File: src/rtl/pwm_timer_pkg.sv
// Package: shared register addresses and mode codes of the PWM timer.
// Assumes an address bus of at least 4 bits.
package pwm_timer_pkg;
    localparam int MAX_CH     = 4;
    localparam int RA_CTRL    = 0;
    localparam int RA_EVENT   = 1;
    localparam int RA_MODE_A  = 2;
    localparam int RA_MODE_B  = 3;
    localparam int RA_OUTCFG  = 4;
    localparam int RA_PSC     = 5;
    localparam int RA_RELOAD  = 6;
    localparam int RA_COUNT   = 7;
    localparam int RA_CMP0    = 8;
    localparam logic [2:0] MODE_PWM1 = 3'b110;
endpackage

File: src/rtl/pwm_regfile.sv
// Module: register file of the PWM timer. It holds the control, mode,
// output-configuration, prescaler, reload and compare registers, decodes
// writes, produces the forced-update pulse and muxes read data.
// Assumes single-cycle write strobes and a combinational read path.
module pwm_regfile
    import pwm_timer_pkg::*;
#(
    parameter int NUM_CH = 3,
    parameter int CNT_W  = 16,
    parameter int PSC_W  = 16,
    parameter int ADDR_W = 4,
    parameter int DATA_W = 16
) (
    input  logic                         clk,
    input  logic                         rst_n,
    input  logic                         wr_en,
    input  logic                         rd_en,
    input  logic [ADDR_W-1:0]            addr,
    input  logic [DATA_W-1:0]            wdata,
    input  logic [CNT_W-1:0]             cnt_i,
    output logic                         run_o,
    output logic                         rld_pre_o,
    output logic                         ug_o,
    output logic [PSC_W-1:0]             psc_o,
    output logic [CNT_W-1:0]             arr_o,
    output logic                         arr_we_o,
    output logic [CNT_W-1:0]             wval_o,
    output logic [NUM_CH-1:0][3:0]       mode_o,
    output logic [NUM_CH-1:0]            en_o,
    output logic [NUM_CH-1:0]            pol_o,
    output logic [NUM_CH-1:0][CNT_W-1:0] cmp_o,
    output logic [NUM_CH-1:0]            cmp_we_o,
    output logic [DATA_W-1:0]            rdata_o
);
    logic [1:0]                  ctrl_q;
    logic [PSC_W-1:0]            psc_q;
    logic [CNT_W-1:0]            arr_q;
    logic [NUM_CH-1:0][7:0]      mode_q;
    logic [NUM_CH-1:0]           en_q;
    logic [NUM_CH-1:0]           pol_q;
    logic [NUM_CH-1:0][CNT_W-1:0] cmp_q;

    // Shared registers: control, prescaler, reload.
    always_ff @(posedge clk) begin
        if (!rst_n) begin
            ctrl_q <= '0;
            psc_q  <= '0;
            arr_q  <= '0;
        end else if (wr_en) begin
            if (addr == ADDR_W'(RA_CTRL))   ctrl_q <= wdata[1:0];
            if (addr == ADDR_W'(RA_PSC))    psc_q  <= wdata[PSC_W-1:0];
            if (addr == ADDR_W'(RA_RELOAD)) arr_q  <= wdata[CNT_W-1:0];
        end
    end

    // Per-channel registers, built only for implemented channels.
    for (genvar ch = 0; ch < NUM_CH; ch++) begin : g_ch
        localparam int MADDR = (ch < 2) ? RA_MODE_A : RA_MODE_B;
        localparam int MOFF  = 8 * (ch % 2);
        logic hit_mode, hit_cfg, hit_cmp;
        assign hit_mode = wr_en && (addr == ADDR_W'(MADDR));
        assign hit_cfg  = wr_en && (addr == ADDR_W'(RA_OUTCFG));
        assign hit_cmp  = wr_en && (addr == ADDR_W'(RA_CMP0 + ch));

        // Store the mode field, enable/polarity pair and compare value.
        always_ff @(posedge clk) begin
            if (!rst_n) begin
                mode_q[ch] <= '0;
                en_q[ch]   <= 1'b0;
                pol_q[ch]  <= 1'b0;
                cmp_q[ch]  <= '0;
            end else begin
                if (hit_mode) mode_q[ch] <= wdata[MOFF +: 8];
                if (hit_cfg) begin
                    en_q[ch]  <= wdata[4*ch];
                    pol_q[ch] <= wdata[4*ch+1];
                end
                if (hit_cmp) cmp_q[ch] <= wdata[CNT_W-1:0];
            end
        end

        assign mode_o[ch]   = mode_q[ch][3:0];
        assign cmp_we_o[ch] = hit_cmp;
    end

    assign run_o     = ctrl_q[0];
    assign rld_pre_o = ctrl_q[1];
    assign ug_o      = wr_en && (addr == ADDR_W'(RA_EVENT)) && wdata[0];
    assign psc_o     = psc_q;
    assign arr_o     = arr_q;
    assign arr_we_o  = wr_en && (addr == ADDR_W'(RA_RELOAD));
    assign wval_o    = wdata[CNT_W-1:0];
    assign en_o      = en_q;
    assign pol_o     = pol_q;
    assign cmp_o     = cmp_q;

    // Read multiplexer; unimplemented fields stay zero.
    always_comb begin
        rdata_o = '0;
        if (rd_en) begin
            if (addr == ADDR_W'(RA_CTRL))   rdata_o[1:0]       = ctrl_q;
            if (addr == ADDR_W'(RA_PSC))    rdata_o[PSC_W-1:0] = psc_q;
            if (addr == ADDR_W'(RA_RELOAD)) rdata_o[CNT_W-1:0] = arr_q;
            if (addr == ADDR_W'(RA_COUNT))  rdata_o[CNT_W-1:0] = cnt_i;
            for (int ch = 0; ch < NUM_CH; ch++) begin
                if (addr == ADDR_W'((ch < 2) ? RA_MODE_A : RA_MODE_B))
                    rdata_o[8*(ch%2) +: 8] = mode_q[ch];
                if (addr == ADDR_W'(RA_OUTCFG)) begin
                    rdata_o[4*ch]   = en_q[ch];
                    rdata_o[4*ch+1] = pol_q[ch];
                end
                if (addr == ADDR_W'(RA_CMP0 + ch))
                    rdata_o[CNT_W-1:0] = cmp_q[ch];
            end
        end
    end

    // the event register never reads back a set bit.
    a_r7_event_reads_zero: assert property (@(posedge clk) disable iff (!rst_n)
        (rd_en && addr == ADDR_W'(RA_EVENT)) |-> (rdata_o == '0));

    if (NUM_CH < MAX_CH) begin : g_unimpl_chk
        // groups of absent channels read as zero.
        a_r9_absent_groups_zero: assert property (@(posedge clk) disable iff (!rst_n)
            (rd_en && addr == ADDR_W'(RA_OUTCFG)) |-> (rdata_o[4*MAX_CH-1:4*NUM_CH] == '0));
    end
endmodule

File: src/rtl/pwm_prescaler.sv
// Module: clock prescaler. It emits a one-cycle counting tick every
// (divide value + 1) cycles while running. The divide value is taken
// from the programmed register only at an update event.
// Assumes upd covers both forced updates and counter wraps.
module pwm_prescaler #(
    parameter int PSC_W = 16
) (
    input  logic             clk,
    input  logic             rst_n,
    input  logic             run,
    input  logic             ug,
    input  logic             upd,
    input  logic [PSC_W-1:0] psc_i,
    output logic             tick_o
);
    logic [PSC_W-1:0] psc_act;
    logic [PSC_W-1:0] pcnt;

    // Shadow divide value, loaded on every update event.
    always_ff @(posedge clk) begin
        if (!rst_n)   psc_act <= '0;
        else if (upd) psc_act <= psc_i;
    end

    // Phase counter: cleared by a forced update, wraps at the divide value.
    always_ff @(posedge clk) begin
        if (!rst_n)   pcnt <= '0;
        else if (ug)  pcnt <= '0;
        else if (run) pcnt <= (pcnt == psc_act) ? '0 : pcnt + 1'b1;
    end

    assign tick_o = run && (pcnt == psc_act);

    // the phase never passes the active divide value.
    a_r1_phase_bound: assert property (@(posedge clk) disable iff (!rst_n)
        pcnt <= psc_act);
endmodule

File: src/rtl/pwm_counter.sv
// Module: shared up-counter with a double-buffered reload value.
// It wraps after reaching the active reload value and flags update events.
// Assumes tick is a one-cycle enable from the prescaler.
module pwm_counter #(
    parameter int CNT_W = 16
) (
    input  logic             clk,
    input  logic             rst_n,
    input  logic             tick,
    input  logic             ug,
    input  logic             rld_pre,
    input  logic             arr_we,
    input  logic [CNT_W-1:0] wval,
    input  logic [CNT_W-1:0] arr_q,
    output logic [CNT_W-1:0] cnt_o,
    output logic             upd_o
);
    logic [CNT_W-1:0] cnt;
    logic [CNT_W-1:0] arr_act;
    logic             wrap;

    assign wrap  = tick && (cnt >= arr_act);
    assign upd_o = ug || wrap;
    assign cnt_o = cnt;

    // Count on each tick, clear on wrap or forced update.
    always_ff @(posedge clk) begin
        if (!rst_n)    cnt <= '0;
        else if (ug)   cnt <= '0;
        else if (tick) cnt <= wrap ? '0 : cnt + 1'b1;
    end

    // Active reload: direct write without preload, else loaded at update.
    always_ff @(posedge clk) begin
        if (!rst_n)                 arr_act <= '0;
        else if (arr_we && !rld_pre) arr_act <= wval;
        else if (upd_o)             arr_act <= arr_q;
    end

    // a forced update leaves the counter at zero.
    a_r7_force_clears: assert property (@(posedge clk) disable iff (!rst_n)
        ug |=> (cnt == '0));

    // below the reload value a tick advances the count by one.
    a_r2_single_step: assert property (@(posedge clk) disable iff (!rst_n)
        (tick && !ug && cnt < arr_act) |=> (cnt == $past(cnt) + 1'b1));
endmodule

File: src/rtl/pwm_channel.sv
// Module: one PWM channel. It holds the compare shadow, forms the PWM
// mode 1 reference and applies enable and polarity.
// Assumes mode_i[0] is compare preload and mode_i[3:1] the mode code.
module pwm_channel
    import pwm_timer_pkg::*;
#(
    parameter int CNT_W = 16
) (
    input  logic             clk,
    input  logic             rst_n,
    input  logic             upd,
    input  logic [CNT_W-1:0] cnt,
    input  logic [3:0]       mode_i,
    input  logic             en,
    input  logic             pol,
    input  logic [CNT_W-1:0] cmp_q,
    input  logic             cmp_we,
    input  logic [CNT_W-1:0] wval,
    output logic             out_o
);
    logic [CNT_W-1:0] cmp_act;
    logic             pre, pwm1, refsig;

    assign pre  = mode_i[0];
    assign pwm1 = (mode_i[3:1] == MODE_PWM1);

    // Active compare: direct write without preload, else loaded at update.
    always_ff @(posedge clk) begin
        if (!rst_n)              cmp_act <= '0;
        else if (cmp_we && !pre) cmp_act <= wval;
        else if (upd)            cmp_act <= cmp_q;
    end

    assign refsig = pwm1 && (cnt < cmp_act);
    assign out_o  = en ? (refsig ^ pol) : pol;

    // with preload set the compare holds until an update event.
    a_r6_preload_hold: assert property (@(posedge clk) disable iff (!rst_n)
        (pre && !upd) |=> $stable(cmp_act));

    // a zero compare never activates the output.
    a_r3_zero_duty: assert property (@(posedge clk) disable iff (!rst_n)
        (cmp_act == '0) |-> (out_o == pol));

    // a disabled channel sits at its polarity level.
    a_r4_idle_level: assert property (@(posedge clk) disable iff (!rst_n)
        !en |-> (out_o == pol));
endmodule

File: src/rtl/pwm_timer.sv
// Module: top of the multi-channel PWM timer. It connects the register
// file, the shared prescaler and counter, and one channel per output.
// Assumes NUM_CH between 1 and 4 and DATA_W >= 16.
module pwm_timer
    import pwm_timer_pkg::*;
#(
    parameter int NUM_CH = 3,
    parameter int CNT_W  = 16,
    parameter int PSC_W  = 16,
    parameter int ADDR_W = 4,
    parameter int DATA_W = 16
) (
    input  logic              clk,
    input  logic              rst_n,
    input  logic              wr_en,
    input  logic              rd_en,
    input  logic [ADDR_W-1:0] addr,
    input  logic [DATA_W-1:0] wdata,
    output logic [DATA_W-1:0] rdata,
    output logic [NUM_CH-1:0] pwm_o
);
    logic                         run, rld_pre, ug, arr_we, tick, upd;
    logic [PSC_W-1:0]             psc_q;
    logic [CNT_W-1:0]             arr_q, wval, cnt;
    logic [NUM_CH-1:0][3:0]       mode;
    logic [NUM_CH-1:0]            en, pol, cmp_we;
    logic [NUM_CH-1:0][CNT_W-1:0] cmp_q;

    pwm_regfile #(
        .NUM_CH(NUM_CH), .CNT_W(CNT_W), .PSC_W(PSC_W),
        .ADDR_W(ADDR_W), .DATA_W(DATA_W)
    ) u_regs (
        .clk(clk), .rst_n(rst_n), .wr_en(wr_en), .rd_en(rd_en),
        .addr(addr), .wdata(wdata), .cnt_i(cnt),
        .run_o(run), .rld_pre_o(rld_pre), .ug_o(ug),
        .psc_o(psc_q), .arr_o(arr_q), .arr_we_o(arr_we), .wval_o(wval),
        .mode_o(mode), .en_o(en), .pol_o(pol),
        .cmp_o(cmp_q), .cmp_we_o(cmp_we), .rdata_o(rdata)
    );

    pwm_prescaler #(.PSC_W(PSC_W)) u_psc (
        .clk(clk), .rst_n(rst_n), .run(run), .ug(ug), .upd(upd),
        .psc_i(psc_q), .tick_o(tick)
    );

    pwm_counter #(.CNT_W(CNT_W)) u_cnt (
        .clk(clk), .rst_n(rst_n), .tick(tick), .ug(ug), .rld_pre(rld_pre),
        .arr_we(arr_we), .wval(wval), .arr_q(arr_q),
        .cnt_o(cnt), .upd_o(upd)
    );

    for (genvar ch = 0; ch < NUM_CH; ch++) begin : g_chan
        pwm_channel #(.CNT_W(CNT_W)) u_chan (
            .clk(clk), .rst_n(rst_n), .upd(upd), .cnt(cnt),
            .mode_i(mode[ch]), .en(en[ch]), .pol(pol[ch]),
            .cmp_q(cmp_q[ch]), .cmp_we(cmp_we[ch]), .wval(wval),
            .out_o(pwm_o[ch])
        );
    end

    // a stopped counter holds unless software forces an update.
    a_r8_stopped_holds: assert property (@(posedge clk) disable iff (!rst_n)
        (!run && !ug) |=> $stable(cnt));
endmodule

File: config.mk
export PLATFORM = sky130hd
export DESIGN_NAME = pwm_timer
export DESIGN_NICKNAME = d
export VERILOG_FILES = /design/src/rtl/pwm_timer_pkg.sv /design/src/rtl/pwm_regfile.sv /design/src/rtl/pwm_prescaler.sv /design/src/rtl/pwm_counter.sv /design/src/rtl/pwm_channel.sv /design/src/rtl/pwm_timer.sv
export SDC_FILE = /design/constraint.sdc
export NUM_CORES = 1
export LEC_CHECK = 0
export ABC_AREA = 0
export CAP_MARGIN = 15
export CORE_AREA = 2 2 187 189
export CTS_CLUSTER_DIAMETER = 150
export DETAILED_ROUTE_END_ITERATION = 6
export DIE_AREA = 0 0 189 191
export GPL_ROUTABILITY_DRIVEN = 0
export SYNTH_ARGS = -nofsm -noshare
export SYNTH_HDL_FRONTEND = slang
export SYNTH_SLANG_ARGS = --single-unit
File: constraint.sdc
create_clock -name clk -period 5.6 [get_ports clk]
set_clock_uncertainty 0.1 [all_clocks]
set_input_delay 1.12 -clock clk [delete_from_list [all_inputs] [get_ports clk]]
set_output_delay 1.12 -clock clk [all_outputs]
set_load 0.1 [all_outputs]
==> flow_metrics.env, run 1 <==
export IMPL_power_switching_w=0.000876
export IMPL_status="finished, final reports clean"
export IMPL_p_int_w=0.00272
export IMPL_cp_cell_sequence="clkdlybuf4s50_1 -> nand2b_1 -> nor3_1 -> a221oi_1 -> a21oi_1 -> a21oi_1 -> a21oi_1 -> buf_12"
export IMPL_setup_tns_ns=0
export IMPL_cp_num_buf_inv=2
export IMPL_start_kind="input port"
export IMPL_vias_per_cell=5.48
export IMPL_io_pins=43
export IMPL_swShare_pct=24.4
export IMPL_die_h_um=191
export IMPL_wl_um=41200
export IMPL_cts_tree="built"
export IMPL_hold_buffers=0
export IMPL_power_frac_comb_pct=7.5
export IMPL_synth_edf_count=0
export IMPL_finalHoldViolations=0
export IMPL_via_count=10900
export IMPL_drv_slew=0
export IMPL_wire_per_inst_um=20.8
export IMPL_final_area_mm2=0.0135
export IMPL_setup_worst_path_class="in -> out"
export IMPL_maxCapViolations=0
export IMPL_p_leak_nw=4.67
export IMPL_synth_area_per_cell_um2=7.73
export IMPL_critical_path_arrival_ns=3.93
export IMPL_cp_slowest_cell="nor3_1"
export IMPL_syn_inst=1529
export IMPL_synth_seq_cells=224
export IMPL_cts_sinks=224
export IMPL_yosysWarnings=0
export IMPL_fmax_mhz=194
export IMPL_first_iter_violations=1294
export IMPL_grt_usage_pct=22.6
export IMPL_antennaDiodeCount=0
export IMPL_period_needed_ns=5.15
export IMPL_max_stage_delay_ns=0.69
export IMPL_drive_above_1_share_pct=7.26
export IMPL_yosysSeqAreaShare_pct=37.9
export IMPL_pwr_share_seq_pct=45.5
export IMPL_cts_setup_buffers=0
export IMPL_grt_max_degree=130
export IMPL_syn_nets=1616
export IMPL_min_period_over_period_pct=91.9
export IMPL_rsz0062_at_grt="no"
export IMPL_clockBufferDepth=3
export IMPL_fin_nets=1598
export IMPL_ir_drop_mv=0.184
export IMPL_num_rows=68
export IMPL_clk_pin_slew_ns=0.06
export IMPL_clock_tree_htree_level_count=1
export IMPL_yosys_most_used_dff="dfxtp_1"
export IMPL_pwr_share_clk_pct=47.0
export IMPL_relSlewSlack_pct=19.1
export IMPL_cts_buffers=24
export IMPL_hpwl_um=27900
export IMPL_area_growth_pct=14.4
export IMPL_endpoint_kind="output port"
export IMPL_postRouteAntennaNets=0
export IMPL_first_global_vias=9892
export IMPL_crit_path_frequent_cell="a21oi_1"
export IMPL_route_detailed_drc=0
export IMPL_layout_setup_ws_ns=0.452
export IMPL_grt_ovfl_total=0
export IMPL_dieArea_mm2=0.0361
export IMPL_pre_cts_ws_ns=0.541
export IMPL_grt_pass1_wl_um=61900
export IMPL_drt_first_pass_iters=6
export IMPL_dpl_cell_area_mm2=0.0126
export IMPL_core_mm2=0.0341
export IMPL_p_per_area_mw_per_mm2=266
export IMPL_root_buffer="clkbuf_16"
export IMPL_cpLargestDelayFamily="simple AND/OR/NAND/NOR gates"
export IMPL_tightest_slew_ns=1.21
export IMPL_cts_repair_resized=0
export IMPL_antenna_found_initial=0
export IMPL_start_util_pct=34.6
export IMPL_dieWidth_um=189
export IMPL_hold_class="reg -> reg"
export IMPL_async_reset_ff_share_pct=0
export IMPL_port_buffers=42
export IMPL_crit_fanout=13
export IMPL_crit_required_ns=4.38
export IMPL_syn_area_mm2=0.0118
export IMPL_finalSetupViolations=0
export IMPL_synth_distinct_cells=53
export IMPL_insertion_delay_ns=0.53
[power groups by stage]
stage	combinational, W	sequential [W]	clock (W)
finish	0.000270	0.00163	0.00169
global route	0.000290	0.00163	0.00177
CTS	0.000265	0.00163	0.00170
detailed placement	0.000264	0.00167	0
global placement	0.000261	0.00167	0
floorplan	0.000175	0.00166	0
[kinds of logic (layout without fill, tap and decap cells)]
logic type	count (synthesis)	count (layout)	synth area share, %
buffers and inverters	181	180	6.49
muxes	16	16	1.37
and+or+nand+nor	524	524	19.0
DFF	224	224	37.9
xor gates and xnor gates	46	46	3.41
adders and majority gates	63	63	6.67
AOI/OAI and AO/OA	475	475	25.2
[cells in the final DEF, fill, tap and decap left out, drive strengths merged, types with 22 or more instances in the layout]
| master | synthesis | layout |
|---|---|---|
| clkdlybuf4s50 | 0 | 22 |
| clkbuf | 88 | 39 |
| a21boi | 128 | 128 |
| o21ai | 99 | 99 |
| nand3 | 32 | 32 |
| a21oi | 174 | 174 |
| nand4 | 23 | 23 |
| ha | 63 | 63 |
| xor2 | 33 | 33 |
| inv | 67 | 67 |
| nor2 | 67 | 67 |
| dfxtp | 224 | 224 |
| buf | 26 | 48 |
| nand2 | 335 | 335 |
[stage by stage]
stage | utilization, % | instances | hold slack, ns | total power (W)
2_1_floorplan | - | 1529 | 0.338 | 0.00183
3_3_place_gp | 37.1 | 1935 | 0.353 | 0.00193
3_5_place_dp | 37.1 | 1935 | 0.359 | 0.00193
4_1_cts | 39.5 | 1978 | 0.368 | 0.00359
5_1_grt | 39.6 | 1983 | 0.389 | 0.00369
6_report | 39.6 | 1983 | 0.366 | 0.00359
[area by class of cell]
class / instances / area [um^2]
fill: 3447 / 20600
multi-input combinational: 1124 / 6600
sequential: 224 / 4480
timing repair buffer: 70 / 788
clock buffer: 39 / 758
tap: 455 / 569
inverter: 67 / 251
clock inverter: 4 / 72.6
[metal layers]
| metal | vias to the layer above | wire length [um] | track usage (%) |
|---|---|---|---|
| li1 | 5196 | - | - |
| met3 | 90 | 3580 | 4.35 |
| met5 | - | 0 | 0 |
| met2 | 458 | 18200 | 35.3 |
| met4 | 0 | 1910 | 10.2 |
| met1 | 5127 | 17500 | 30.0 |
[cell usage after synthesis, drive strengths merged, types with 17 or more instances]
cell    count  area (um^2)
buf        26          184
nand4      23          144
nor2       67          251
and3       17          106
xor2       33          289
a21boi    128         1020
a21oi     174          871
o21ai      99          507
dfxtp     224         4480
nand3      32          160
nand2     335         1260
clkbuf     88          332
ha         63          788
inv        67          251
[flip-flops by register name (all words and copies together) (netlist names), 16 cells and up]
name	cells
g_chan.u_chan.cmp_act	48
u_psc.psc_act	16
u_cnt.arr_act	16
u_regs.arr_o	16
u_psc.pcnt	16
u_regs.cmp_o	48
u_cnt.cnt_o	16
u_regs.psc_o	16
[path summary, 6_finish.rpt]
check	start	endpoint	slack, ns	cells after the start
setup reg to reg	u_cnt.cnt_o[7]$_SDFFE_PP0P_	g_chan[1].u_chan.cmp_act[2]$_SDFFE_PN0P_	1.79	9
setup / recovery	addr[0]	rdata[3]	0.45	8
hold / removal	u_regs.mode_q[6]$_SDFFE_PN0P_	u_regs.mode_q[6]$_SDFFE_PN0P_	0.37	2
hold reg to reg	u_regs.mode_q[6]$_SDFFE_PN0P_	u_regs.mode_q[6]$_SDFFE_PN0P_	0.37	2
[worst register-to-register path, stage by stage (launching register included)]
cell       delay [ns]
dfxtp_1          0.79
ha_1             0.37
a21oi_1          0.14
and4b_1          0.20
a2111oi_0        0.54
o31ai_1          0.25
a21boi_4         0.16
buf_4            0.67
a21oi_1          0.29
a21oi_1          0.21
Note: power is estimated with default switching activity, not from simulation.
==> run 2: changes to the inputs <==
--- a/config.mk
+++ b/config.mk
@@ -11,7 +11,8 @@
 export CTS_CLUSTER_DIAMETER = 150
 export DETAILED_ROUTE_END_ITERATION = 6
 export DIE_AREA = 0 0 189 191
-export GPL_ROUTABILITY_DRIVEN = 0
+export GPL_ROUTABILITY_DRIVEN = 1
+export REMOVE_ABC_BUFFERS = 1
 export SYNTH_ARGS = -nofsm -noshare
 export SYNTH_HDL_FRONTEND = slang
 export SYNTH_SLANG_ARGS = --single-unit
==> run 2 against run 1 <==
Compared with the run above:
- combinational power barely moved
- core utilization rose by 0.20 points
- critical path depth rose by 1
==> flow_metrics.env, run 2 (synthesis results as in run 1) <==
export IMPL_io_pins=43
export IMPL_crit_fanout=14
export IMPL_status="finished, final reports clean"
export IMPL_setup_tns_ns=0
export IMPL_route_detailed_drc=0
export IMPL_hold_class="reg -> reg"
export IMPL_power_w=0.00365
export IMPL_min_period_over_period_pct=88.6
export IMPL_hpwl_um=27400
export IMPL_crit_path_frequent_cell="a21oi_1"
export IMPL_cp_slowest_cell="clkdlybuf4s50_1"
export IMPL_ir_drop_mv=0.174
export IMPL_cts_repair_resized=0
export IMPL_grt_ovfl_total=0
export IMPL_gp_congestion=0.908
export IMPL_rsz0062_at_grt="no"
export IMPL_core_mm2=0.0341
export IMPL_port_buffers=42
export IMPL_antennaDiodeCount=0
export IMPL_p_per_area_mw_per_mm2=269
export IMPL_dieWidth_um=189
export IMPL_first_global_vias=10300
export IMPL_drv_slew=0
export IMPL_wire_per_inst_um=19.7
export IMPL_endpoint_kind="output port"
export IMPL_tightest_slew_ns=0.867
export IMPL_clk_pin_slew_ns=0.06
export IMPL_cts_setup_buffers=0
export IMPL_period_needed_ns=4.96
export IMPL_setup_worst_path_class="in -> out"
export IMPL_cts_sinks=224
export IMPL_crit_required_ns=4.38
export IMPL_drt_first_pass_iters=5
export IMPL_finalSetupViolations=0
export IMPL_cpLargestDelayFamily="buffers and inverters"
export IMPL_clockBufferDepth=3
export IMPL_fmax_mhz=202
export IMPL_grt_pass1_wl_um=60400
export IMPL_die_h_um=191
export IMPL_maxCapViolations=0
export IMPL_drive_above_1_share_pct=7.63
export IMPL_fillers=3450
export IMPL_max_stage_delay_ns=0.61
export IMPL_layout_cells_most_common_list="nand2_1 (335), dfxtp_1 (224), a21oi_1 (174)"
export IMPL_first_iter_violations=912
export IMPL_p_leak_nw=4.72
export IMPL_fin_nets=1602
export IMPL_antenna_found_initial=0
export IMPL_vias_per_cell=5.45
export IMPL_start_util_pct=34.6
export IMPL_postRouteAntennaNets=0
export IMPL_grt_usage_pct=21.4
export IMPL_area_growth_pct=15.0
export IMPL_cts_tree="built"
export IMPL_hold_buffers=0
export IMPL_insertion_delay_ns=0.54
export IMPL_via_count=10800
export IMPL_relSlewSlack_pct=42.0
export IMPL_dieArea_mm2=0.0361
export IMPL_layout_commonest_cell="nand2_1"
export IMPL_finalHoldViolations=0
export IMPL_root_buffer="clkbuf_16"
export IMPL_num_rows=68
export IMPL_start_kind="input port"
export IMPL_cp_cell_sequence="clkdlybuf4s50_1 -> buf_4 -> nor2b_1 -> and3_1 -> a21oi_1 -> o21ai_0 -> a21oi_1 -> nor3_1 -> buf_12"
export IMPL_grt_max_degree=82
export IMPL_clock_tree_htree_level_count=1
export IMPL_critical_path_arrival_ns=3.74
export IMPL_final_util_pct=39.8
export IMPL_cp_num_buf_inv=3
export IMPL_cts_buffers=26
export IMPL_wl_um=39100
run 2: path summary, 6_finish.rpt:
kind,depth (start not counted),from,slack [ns],end
max,9,addr[2],0.64,rdata[1]
max reg2reg,9,u_cnt.cnt_o[12]$_SDFFE_PP0P_,1.80,g_chan[2].u_chan.cmp_act[5]$_SDFFE_PN0P_
min reg2reg,2,u_regs.mode_q[12]$_SDFFE_PN0P_,0.37,u_regs.mode_q[12]$_SDFFE_PN0P_
min,2,u_regs.mode_q[12]$_SDFFE_PN0P_,0.37,u_regs.mode_q[12]$_SDFFE_PN0P_
run 2: final cells by class:
type | count | area (um^2) | share of cell area (%)
multi-input combinational | 1124 | 6590 | 48.5
sequential | 224 | 4480 | 33.0
timing repair buffer | 72 | 808 | 5.95
clock buffer | 38 | 787 | 5.79
tap | 455 | 569 | 4.19
inverter | 67 | 251 | 1.85
clock inverter | 9 | 101 | 0.746
run 2: worst reg2reg max path, delay by kind of cell, from the launching register on:
kind | cells | cell delay [ns]
AOI/OAI and AO/OA | 5 | 1.93
DFF | 1 | 0.65
and+or+nand+nor | 2 | 0.40
buffers and inverters | 1 | 0.35
adders and majority gates | 1 | 0.32
run 2: routing by layer:
| layer | GRT usage (%) | up-vias | share of wire, % |
|---|---|---|---|
| met4 | 7.00 | 0 | 3.2 |
| met5 | 0 | - | 0 |
| li1 | - | 5198 | - |
| met2 | 34.4 | 366 | 45 |
| met3 | 3.05 | 75 | 7.3 |
| met1 | 29.6 | 5208 | 45 |
run 2: through the flow:
step	setup slack, ns	hold slack (ns)	cells	cell area, um^2
6_report	0.638	0.372	1989	13600
5_1_grt	0.539	0.391	1989	13600
4_1_cts	0.674	0.366	1988	13600
3_5_place_dp	0.673	0.358	1941	12700
3_3_place_gp	0.710	0.350	1941	12700
2_1_floorplan	-0.923	0.338	1415	11300
run 2: report_power, final:
| part | internal [W] | leakage [nW] | switching [W] |
|---|---|---|---|
| clock network | 0.00106 | 0.440 | 0.000688 |
| logic | 0.0000898 | 2.47 | 0.000180 |
| registers | 0.00161 | 1.81 | 0.0000172 |
==> run 3: changes to the inputs <==
--- a/config.mk
+++ b/config.mk
@@ -13,6 +13,7 @@
 export DIE_AREA = 0 0 189 191
 export GPL_ROUTABILITY_DRIVEN = 1
 export REMOVE_ABC_BUFFERS = 1
+export SLEW_MARGIN = 20
 export SYNTH_ARGS = -nofsm -noshare
 export SYNTH_HDL_FRONTEND = slang
 export SYNTH_SLANG_ARGS = --single-unit
==> run 3 against run 2 <==
Compared with the run above:
- the run now ends with design-rule violations left
- via count down 0.45%
- die area unchanged
- routed wire length is 0.47% lower
- highest routed layer unchanged
==> flow_metrics.env, run 3 (synthesis results as in run 1) <==
export IMPL_status="complete, but fails checks"
export IMPL_violations="design-rule violations"
export IMPL_cp_num_buf_inv=3
export IMPL_route_detailed_drc=3
export IMPL_drt_first_pass_iters=7
export IMPL_io_pins=43
export IMPL_cts_tree="built"
export IMPL_cts_setup_buffers=0
export IMPL_ir_drop_mv=0.191
export IMPL_cpLargestDelayFamily="buffers and inverters"
export IMPL_start_kind="input port"
export IMPL_critical_path_arrival_ns=3.76
export IMPL_num_rows=68
export IMPL_fmax_mhz=201
export IMPL_setup_tns_ns=0
export IMPL_insertion_delay_ns=0.54
export IMPL_endpoint_kind="output port"
export IMPL_postRouteAntennaNets=0
export IMPL_start_util_pct=34.6
export IMPL_area_growth_pct=15.0
export IMPL_cts_sinks=224
export IMPL_hpwl_um=27400
export IMPL_clockBufferDepth=3
export IMPL_tightest_slew_ns=0.880
export IMPL_first_global_vias=10200
export IMPL_dieArea_mm2=0.0361
export IMPL_grt_usage_pct=21.5
export IMPL_cts_buffers=26
export IMPL_setup_worst_path_class="in -> out"
export IMPL_wire_per_inst_um=19.6
export IMPL_hold_buffers=0
export IMPL_drv_slew=0
export IMPL_root_buffer="clkbuf_16"
export IMPL_drive_above_1_share_pct=7.63
export IMPL_period_needed_ns=4.98
export IMPL_grt_ovfl_total=0
export IMPL_maxCapViolations=0
export IMPL_port_buffers=42
export IMPL_via_count=10800
export IMPL_crit_required_ns=4.38
export IMPL_finalHoldViolations=0
export IMPL_wl_um=38900
export IMPL_first_iter_violations=1057
export IMPL_rsz0062_at_grt="no"
export IMPL_gp_congestion=0.908
export IMPL_cp_cell_sequence="clkdlybuf4s50_1 -> buf_4 -> nor2b_1 -> and3_1 -> a21oi_1 -> o21ai_0 -> a21oi_1 -> nor3_1 -> buf_12"
export IMPL_grt_pass1_wl_um=60700
export IMPL_core_mm2=0.0341
export IMPL_clock_tree_htree_level_count=1
export IMPL_p_per_area_mw_per_mm2=269
export IMPL_p_leak_nw=4.71
export IMPL_cp_slowest_cell="clkdlybuf4s50_1"
export IMPL_grt_max_degree=82
export IMPL_min_period_over_period_pct=89.0
export IMPL_max_stage_delay_ns=0.61
export IMPL_cts_repair_resized=0
export IMPL_vias_per_cell=5.43
export IMPL_relSlewSlack_pct=41.1
export IMPL_clk_pin_slew_ns=0.06
export IMPL_layout_commonest_cell="nand2_1"
export IMPL_die_h_um=191
export IMPL_crit_fanout=14
export IMPL_final_util_pct=39.8
export IMPL_dieWidth_um=189
export IMPL_fin_nets=1601
export IMPL_antenna_found_initial=0
export IMPL_finalSetupViolations=0
export IMPL_antennaDiodeCount=0
export IMPL_crit_path_frequent_cell="a21oi_1"
export IMPL_hold_class="reg -> reg"
export IMPL_layout_cells_most_common_list="nand2_1 (335), dfxtp_1 (224), a21oi_1 (174)"
run 3: cell types whose count changed in the layout (fill, tap and decap cells not counted):
cell        change
clkbuf_1        +1
nor2_2          +1
nor2_1          -1
buf_4           -1
clkinvlp_4      +1
clkinv_4        -1
run 3: worst register-to-register path: cells and delay by family (launching register included):
kind	cells	cell delay [ns]
AO/OA/AOI/OAI	6	2.09
AND/OR/NAND/NOR	1	0.21
adder cells (fa/ha/maj)	1	0.35
flip-flops	1	0.66
buffers and inverters	1	0.35
run 3: area by class of cell:
type / count / area, um^2
clock buffer: 39 / 791
clock inverter: 9 / 100
fill: 3435 / 20500
inverter: 67 / 251
multi-input combinational: 1124 / 6590
sequential: 224 / 4480
tap: 455 / 569
timing repair buffer: 71 / 801
run 3: path summary, 6_finish.rpt:
check | start | to | slack, ns | cells past startpoint
hold reg to reg | u_regs.mode_q[22]$_SDFFE_PN0P_ | u_regs.mode_q[22]$_SDFFE_PN0P_ | 0.37 | 2
setup reg to reg | u_cnt.cnt_o[7]$_SDFFE_PP0P_ | g_chan[2].u_chan.cmp_act[8]$_SDFFE_PN0P_ | 1.78 | 9
setup / recovery | addr[2] | rdata[0] | 0.62 | 9
hold / removal | u_regs.mode_q[22]$_SDFFE_PN0P_ | u_regs.mode_q[22]$_SDFFE_PN0P_ | 0.37 | 2
run 3: report_power, final:
part,internal (W),switching [W]
Combinational,0.0000897,0.000180
Sequential,0.00161,0.0000171
Clock,0.00106,0.000692
Total,0.00277,0.000890
run 3: through the flow:
step	hold slack, ns	setup WS [ns]	area [um^2]	total power [W]	cells
2_1_floorplan	0.338	-0.923	11300	0.00179	1415
3_3_place_gp	0.350	0.710	12700	0.00193	1941
3_5_place_dp	0.358	0.669	12700	0.00193	1941
4_1_cts	0.366	0.671	13600	0.00368	1989
5_1_grt	0.389	0.475	13600	0.00377	1989
6_report	0.370	0.618	13600	0.00366	1989
run 3: layer usage:
metal,vias to the layer above,global-route usage (%),wire length (um)
li1,5199,-,-
met1,5233,30.2,18200
met2,306,34.9,17700
met3,60,2.42,2120
met4,0,6.13,933
met5,-,0,0
